$ cat src/rtl/hdx_pkg.sv
package hdx_pkg;

    typedef enum logic [1:0] {
        MODE_RX   = 2'd0,
        MODE_TX   = 2'd1,
        MODE_HOLD = 2'd2
    } mode_e;

    typedef struct packed {
        logic tx_en;
        logic rx_en;
        logic pdown;
        logic cr_test;
    } ctl_out_t;

    // Last count value of a transmit run for the selected timeout.
    function automatic int unsigned last_count(input logic fast,
                                               input int unsigned long_len,
                                               input int unsigned short_len);
        return fast ? (short_len - 1) : (long_len - 1);
    endfunction

endpackage

$ cat src/rtl/hdx_sync.sv
module hdx_sync #(
    parameter int   STAGES  = 2,
    parameter logic RST_VAL = 1'b1
) (
    input  logic clk,
    input  logic rst,
    input  logic d,
    output logic q
);
    logic [STAGES-1:0] chain;

    always_ff @(posedge clk) begin
        if (rst) chain <= {STAGES{RST_VAL}};
        else     chain <= {chain[STAGES-2:0], d};
    end

    assign q = chain[STAGES-1];
endmodule

$ cat src/rtl/hdx_tx_timer.sv
module hdx_tx_timer import hdx_pkg::*; #(
    parameter int unsigned LONG_TIMEOUT  = 33177600,
    parameter int unsigned SHORT_TIMEOUT = 16384
) (
    input  logic clk,
    input  logic rst,
    input  logic run,
    input  logic fast,
    input  logic no_limit,
    output logic expire
);
    localparam int unsigned W = $clog2(LONG_TIMEOUT + 1);
    localparam logic [W-1:0] CNT_TOP = W'(LONG_TIMEOUT - 1);

    logic [W-1:0] cnt;
    logic [W-1:0] lim;

    assign lim = W'(last_count(fast, LONG_TIMEOUT, SHORT_TIMEOUT));

    always_ff @(posedge clk) begin
        if (rst || !run)        cnt <= '0;
        else if (cnt != CNT_TOP) cnt <= cnt + 1'b1;
    end

    assign expire = run && !no_limit && (cnt >= lim);
endmodule

$ cat src/rtl/hdx_rearm.sv
module hdx_rearm #(
    parameter int unsigned REARM_MIN = 23
) (
    input  logic clk,
    input  logic rst,
    input  logic level,
    output logic ok
);
    localparam int unsigned W = $clog2(REARM_MIN + 1);
    localparam logic [W-1:0] TOP = W'(REARM_MIN);

    logic [W-1:0] cnt;

    always_ff @(posedge clk) begin
        if (rst || !level)   cnt <= '0;
        else if (cnt != TOP) cnt <= cnt + 1'b1;
    end

    assign ok = (cnt == TOP);
endmodule

$ cat src/rtl/hdx_mode_fsm.sv
module hdx_mode_fsm import hdx_pkg::*; (
    input  logic  clk,
    input  logic  rst,
    input  logic  req_tx,
    input  logic  expire,
    input  logic  rearm_ok,
    output mode_e state
);
    mode_e nxt;

    always_comb begin
        nxt = state;
        unique case (state)
            MODE_RX:   if (req_tx) nxt = MODE_TX;
            MODE_TX: begin
                if (!req_tx)     nxt = MODE_RX;
                else if (expire) nxt = MODE_HOLD;
            end
            MODE_HOLD: if (rearm_ok) nxt = MODE_RX;
            default:   nxt = MODE_RX;
        endcase
    end

    always_ff @(posedge clk) begin
        if (rst) state <= MODE_RX;
        else     state <= nxt;
    end
endmodule

$ cat src/rtl/hdx_mode_ctrl.sv
module hdx_mode_ctrl import hdx_pkg::*; #(
    parameter int unsigned LONG_TIMEOUT  = 33177600,
    parameter int unsigned SHORT_TIMEOUT = 16384,
    parameter int unsigned REARM_MIN     = 23,
    parameter int unsigned SYNC_STAGES   = 2
) (
    input  logic clk,
    input  logic pwr_en,
    input  logic mode_req,
    input  logic tst_fast,
    input  logic tst_bypass,
    input  logic tst_data,
    input  logic dem_in,
    output logic tx_en,
    output logic rx_en,
    output logic pdown,
    output logic cr_test,
    output logic dem_out
);
    logic     rst;
    logic     mode_s;
    logic     expire;
    logic     rearm_ok;
    logic     pdown_q;
    mode_e    st;
    ctl_out_t ctl;

    assign rst = !pwr_en;

    always_ff @(posedge clk) begin
        pdown_q <= !pwr_en;
    end

    hdx_sync #(.STAGES(SYNC_STAGES), .RST_VAL(1'b1)) u_sync (
        .clk (clk),
        .rst (rst),
        .d   (mode_req),
        .q   (mode_s)
    );

    hdx_tx_timer #(.LONG_TIMEOUT(LONG_TIMEOUT), .SHORT_TIMEOUT(SHORT_TIMEOUT)) u_timer (
        .clk      (clk),
        .rst      (rst),
        .run      (st == MODE_TX),
        .fast     (tst_fast),
        .no_limit (tst_bypass),
        .expire   (expire)
    );

    hdx_rearm #(.REARM_MIN(REARM_MIN)) u_rearm (
        .clk   (clk),
        .rst   (rst),
        .level (mode_s),
        .ok    (rearm_ok)
    );

    hdx_mode_fsm u_fsm (
        .clk      (clk),
        .rst      (rst),
        .req_tx   (!mode_s),
        .expire   (expire),
        .rearm_ok (rearm_ok),
        .state    (st)
    );

    always_comb begin
        ctl.pdown   = pdown_q;
        ctl.tx_en   = (st == MODE_TX);
        ctl.rx_en   = (st != MODE_TX) && !pdown_q;
        ctl.cr_test = tst_bypass && (st == MODE_RX) && !pdown_q;
    end

    assign tx_en   = ctl.tx_en;
    assign rx_en   = ctl.rx_en;
    assign pdown   = ctl.pdown;
    assign cr_test = ctl.cr_test;
    assign dem_out = ctl.cr_test ? tst_data : dem_in;
endmodule

$ cat config.mk
export PLATFORM = sky130hd
export DESIGN_NAME = hdx_mode_ctrl
export DESIGN_NICKNAME = d
export VERILOG_FILES = /design/src/rtl/hdx_pkg.sv /design/src/rtl/hdx_sync.sv /design/src/rtl/hdx_tx_timer.sv /design/src/rtl/hdx_rearm.sv /design/src/rtl/hdx_mode_fsm.sv /design/src/rtl/hdx_mode_ctrl.sv
export SDC_FILE = /design/constraint.sdc
export NUM_CORES = 1
export LEC_CHECK = 0
export BUFFER_PORTS_ARGS = -buffer_cell sky130_fd_sc_hd__buf_2
export CORE_MARGIN = 1
export CORE_UTILIZATION = 35
export CTS_BUF_LIST = sky130_fd_sc_hd__clkbuf_16
export DETAILED_ROUTE_END_ITERATION = 6
export PLACE_DENSITY_LB_ADDON = 0.15
export SYNTH_ARGS = -nofsm -noshare
export SYNTH_HDL_FRONTEND = slang
export SYNTH_SLANG_ARGS = --single-unit
$ cat constraint.sdc
create_clock -name clk -period 3.5 [get_ports clk]
set_clock_uncertainty 0.05 [all_clocks]
set_input_delay 0.35 -clock clk [delete_from_list [all_inputs] [get_ports clk]]
set_output_delay 0.35 -clock clk [all_outputs]
set_load 0.02 [all_outputs]
==> results_dict.tcl <==
set metrics [dict create \
    insertion_delay_ns 0.28 \
    drc 0 \
    synth_top_area_share_pct 39.0 \
    yosysWarnings 0 \
    routed_wire_length_per_instance_um 12.5 \
    finalMaxSlewViolations 0 \
    p_leak_nw 0.770 \
    worstSetupPathType "flip-flop to flip-flop" \
    grt_start_max_net_pins 24 \
    asyncSetResetFlopFracSynth_pct 0 \
    hold_path_class "input pin to flip-flop" \
    cts_post_setup_buffers_inserted 0 \
    grt.overflow.total 0 \
    combinationalPowerShare_pct 3.4 \
    worst_r2r_endpoint "u_timer.cnt[17]" \
    clkPwrFrac_pct 50.2 \
    cts_root_buffer "sky130_fd_sc_hd__clkbuf_16" \
    synth_area_leader_cell "sky130_fd_sc_hd__dfxtp_1" \
    core_area_um2 4820 \
    mappedNetlistArea_um2 1800 \
    cts.sinks 35 \
    detail_route_antenna_nets 0 \
    grt_pass1_wl_um 6200 \
    synth_cell_type_count 35 \
    syn-instance-count 214 \
    antenna_found_initial 0 \
    cts_htree_levels 2 \
    finalHoldViolations 0 \
    worst_reg2reg_path_depth 7 \
    drv.max_cap_violation_count 0 \
    drtIter0Drc 40 \
    startpoint_type "flip-flop" \
    wirelength_um 3700 \
    timing.critical_path.to_type "flip-flop" \
    chipWidth_um 73.7 \
    global_route.peak_usage_layer "met2" \
    pre_cts_ws_ns 1.19 \
    grt_pass1_vias 1320 \
    worstPathArrival_ns 2.48 \
    bufs_on_longest_clock_path 2 \
    cts_resized 0 \
    drive_gt1_share_pct 14.5 \
    critical_path_fanout_max 12 \
    critPathRequiredTime_ns 3.62 \
    setup_repair_after_global_routing_missed_its_margin "false" \
    finalWorstSetupSlack_ns 1.14 \
    syn-num-nets 230 \
    detail_route.first_pass.iterations 4 \
    finalCritPeriodShare_pct 67.4 \
    insertedDiodeCount 0 \
    gr-usage-met2_pct 25.4 \
    worst-r2r-setup-slack_ns 1.14 \
    std_cell_rows 25 \
    finish.net_count 243 \
    place.gp.congestion 0.736 \
    synth_commonest_cells "sky130_fd_sc_hd__dfxtp_1 (35), sky130_fd_sc_hd__nor2_1 (29), sky130_fd_sc_hd__nand2_1 (20)" \
    yosys.cell_count.top_type "sky130_fd_sc_hd__dfxtp_1" \
    worst_slew_margin_rel_pct 29.7 \
    finalWorstPathRequiredPeriod_ns 2.36 \
    final_setup_violation_count 0 \
    globalRouteMet3Util_pct 4.66 \
    ir_worst_vdd_v 0.000239 \
    psw_uw 197 \
    floorplan.die_area_um2 5430 \
    areaGrowthSynthToFinish_pct 15.7 \
    synth-edff-count 0 \
    synth_seq_area_share_pct 39.0 \
    worst_setup_path_startpoint "u_timer.cnt[0]" \
    max_freq_mhz 424 \
    timing.rr.start "u_timer.cnt[0]" \
    setup_tns_ns 0 \
    stdcell_area_um2 2080 \
    grt_util_met1_pct 18.6 \
    timing.critical_path.to "u_timer.cnt[17]" \
    dpl_cell_area_um2 1930 \
    synth_top_cells_by_area "sky130_fd_sc_hd__dfxtp_1 (39%), sky130_fd_sc_hd__xnor2_1 (7.3%), sky130_fd_sc_hd__ha_1 (6.3%)" \
    clkSlewWorstSetupHoldPaths_ns 0.06 \
    yosys_most_used_dff "sky130_fd_sc_hd__dfxtp_1" \
    hpwl_um 2670 \
    worst-slew-pin-transition_ns 1.05 \
    sequentialPowerShare_pct 46.3 \
    die_y_um 73.7 \
    power.internal_uw 681 \
    vias 1478 \
    powerDensity_nw_per_um2 422 \
    layout.filler_cells 520 \
    mean_syn_cell_area_um2 8.40 \
    io_buffer_count 11 \
    grtUsageTotal_pct 15.4 \
    power.switching_fraction_pct 22.4 \
    ios 12 \
    cts_tree "built" \
    ctsHoldBuffers 0 \
    initial_core_util_pct 37.3 \
    numCtsBuffers 5 \
    avgViaCountPerCell 5.01 \
    yosys_register_bits 35 \
    run_status "finished, final reports clean" \
]
==> critical path, cell delays in order (launching register included) <==
cell and delay (ns):
sky130_fd_sc_hd__dfxtp_1 0.34, sky130_fd_sc_hd__ha_1 0.26, sky130_fd_sc_hd__nand3_1 0.10, sky130_fd_sc_hd__nor4_1 0.05, sky130_fd_sc_hd__buf_4 0.17, sky130_fd_sc_hd__a21oi_1 0.84
sky130_fd_sc_hd__a31oi_1 0.19, sky130_fd_sc_hd__a41o_1 0.25
==> power by group through the flow <==
stage,clock network (mW),registers (mW),logic (mW)
floorplan,0,0.416,0.0188
global placement,0,0.416,0.0308
detailed placement,0,0.416,0.0307
CTS,0.455,0.407,0.0308
global route,0.473,0.407,0.0347
finish,0.441,0.407,0.0302
==> cells in the final DEF (no fill, tap or decap), types with 6 or more instances in the layout <==
cell                      instances
sky130_fd_sc_hd__nand3_1         13
sky130_fd_sc_hd__nand2_1         20
sky130_fd_sc_hd__dfxtp_1         35
sky130_fd_sc_hd__xnor2_1         15
sky130_fd_sc_hd__buf_2           11
sky130_fd_sc_hd__nor2_1          29
sky130_fd_sc_hd__nor4_1           6
sky130_fd_sc_hd__a21oi_1         12
sky130_fd_sc_hd__ha_1             9
sky130_fd_sc_hd__nand4_1          7
==> cell families (layout without fill, tap and decap cells) <==
kind of cell    count (synthesis)  in the layout  synth area share [%]
compound gates                 31             31                  11.3
mux                             3              3                  1.74
fa+ha+maj                       9              9                  6.26
simple gates                  106            106                  30.0
flops                          35             35                  39.0
buf+inv                        11             25                  2.43
xor+xnor                       19             19                  9.26
==> cell type report <==
| type | count | area, um2 | share of cell area (%) |
|---|---|---|---|
| Clock buffer | 5 | 125 | 6.02 |
| Clock inverter | 3 | 25.0 | 1.20 |
| Inverter | 4 | 15.0 | 0.722 |
| Multi-Input combinational cell | 168 | 1060 | 51.0 |
| Sequential cell | 35 | 701 | 33.7 |
| Tap cell | 67 | 83.8 | 4.03 |
| Timing Repair Buffer | 13 | 70.1 | 3.37 |
==> worst min path at each step <==
stage	start	end	depth (start not counted)
after global placement	u_sync.chain[0]	u_sync.chain[1]	1
after detailed placement	u_sync.chain[0]	u_sync.chain[1]	1
after CTS	mode_req	u_sync.chain[0]	2
final	mode_req	u_sync.chain[0]	2
after floorplan	u_sync.chain[0]	u_sync.chain[1]	1
after global routing	mode_req	u_sync.chain[0]	2
==> state kept, by name, summed over array words and instances (netlist names) <==
register	flops
u_rearm.cnt	5
u_fsm.state	2
pdown	1
u_sync.chain	2
u_timer.cnt	25
==> stage by stage <==
step	util [%]	hold slack, ns	cells	power, mW
after floorplan	-	0.336	214	0.435
after global placement	40.1	0.340	287	0.446
after detailed placement	40.1	0.346	287	0.446
after CTS	43.2	0.203	295	0.893
after global routing	43.2	0.220	295	0.915
final	43.2	0.207	295	0.878
==> metal layers <==
metal  wire (um)  part of all wire, %  vias up
met1        1780                   48      666
met2        1710                   46       20
met5           0                    0        -
met3         146                  3.9        6
met4          67                  1.8        0
li1            -                    -      786
No activity file was read; power rests on OpenSTA's default activity.
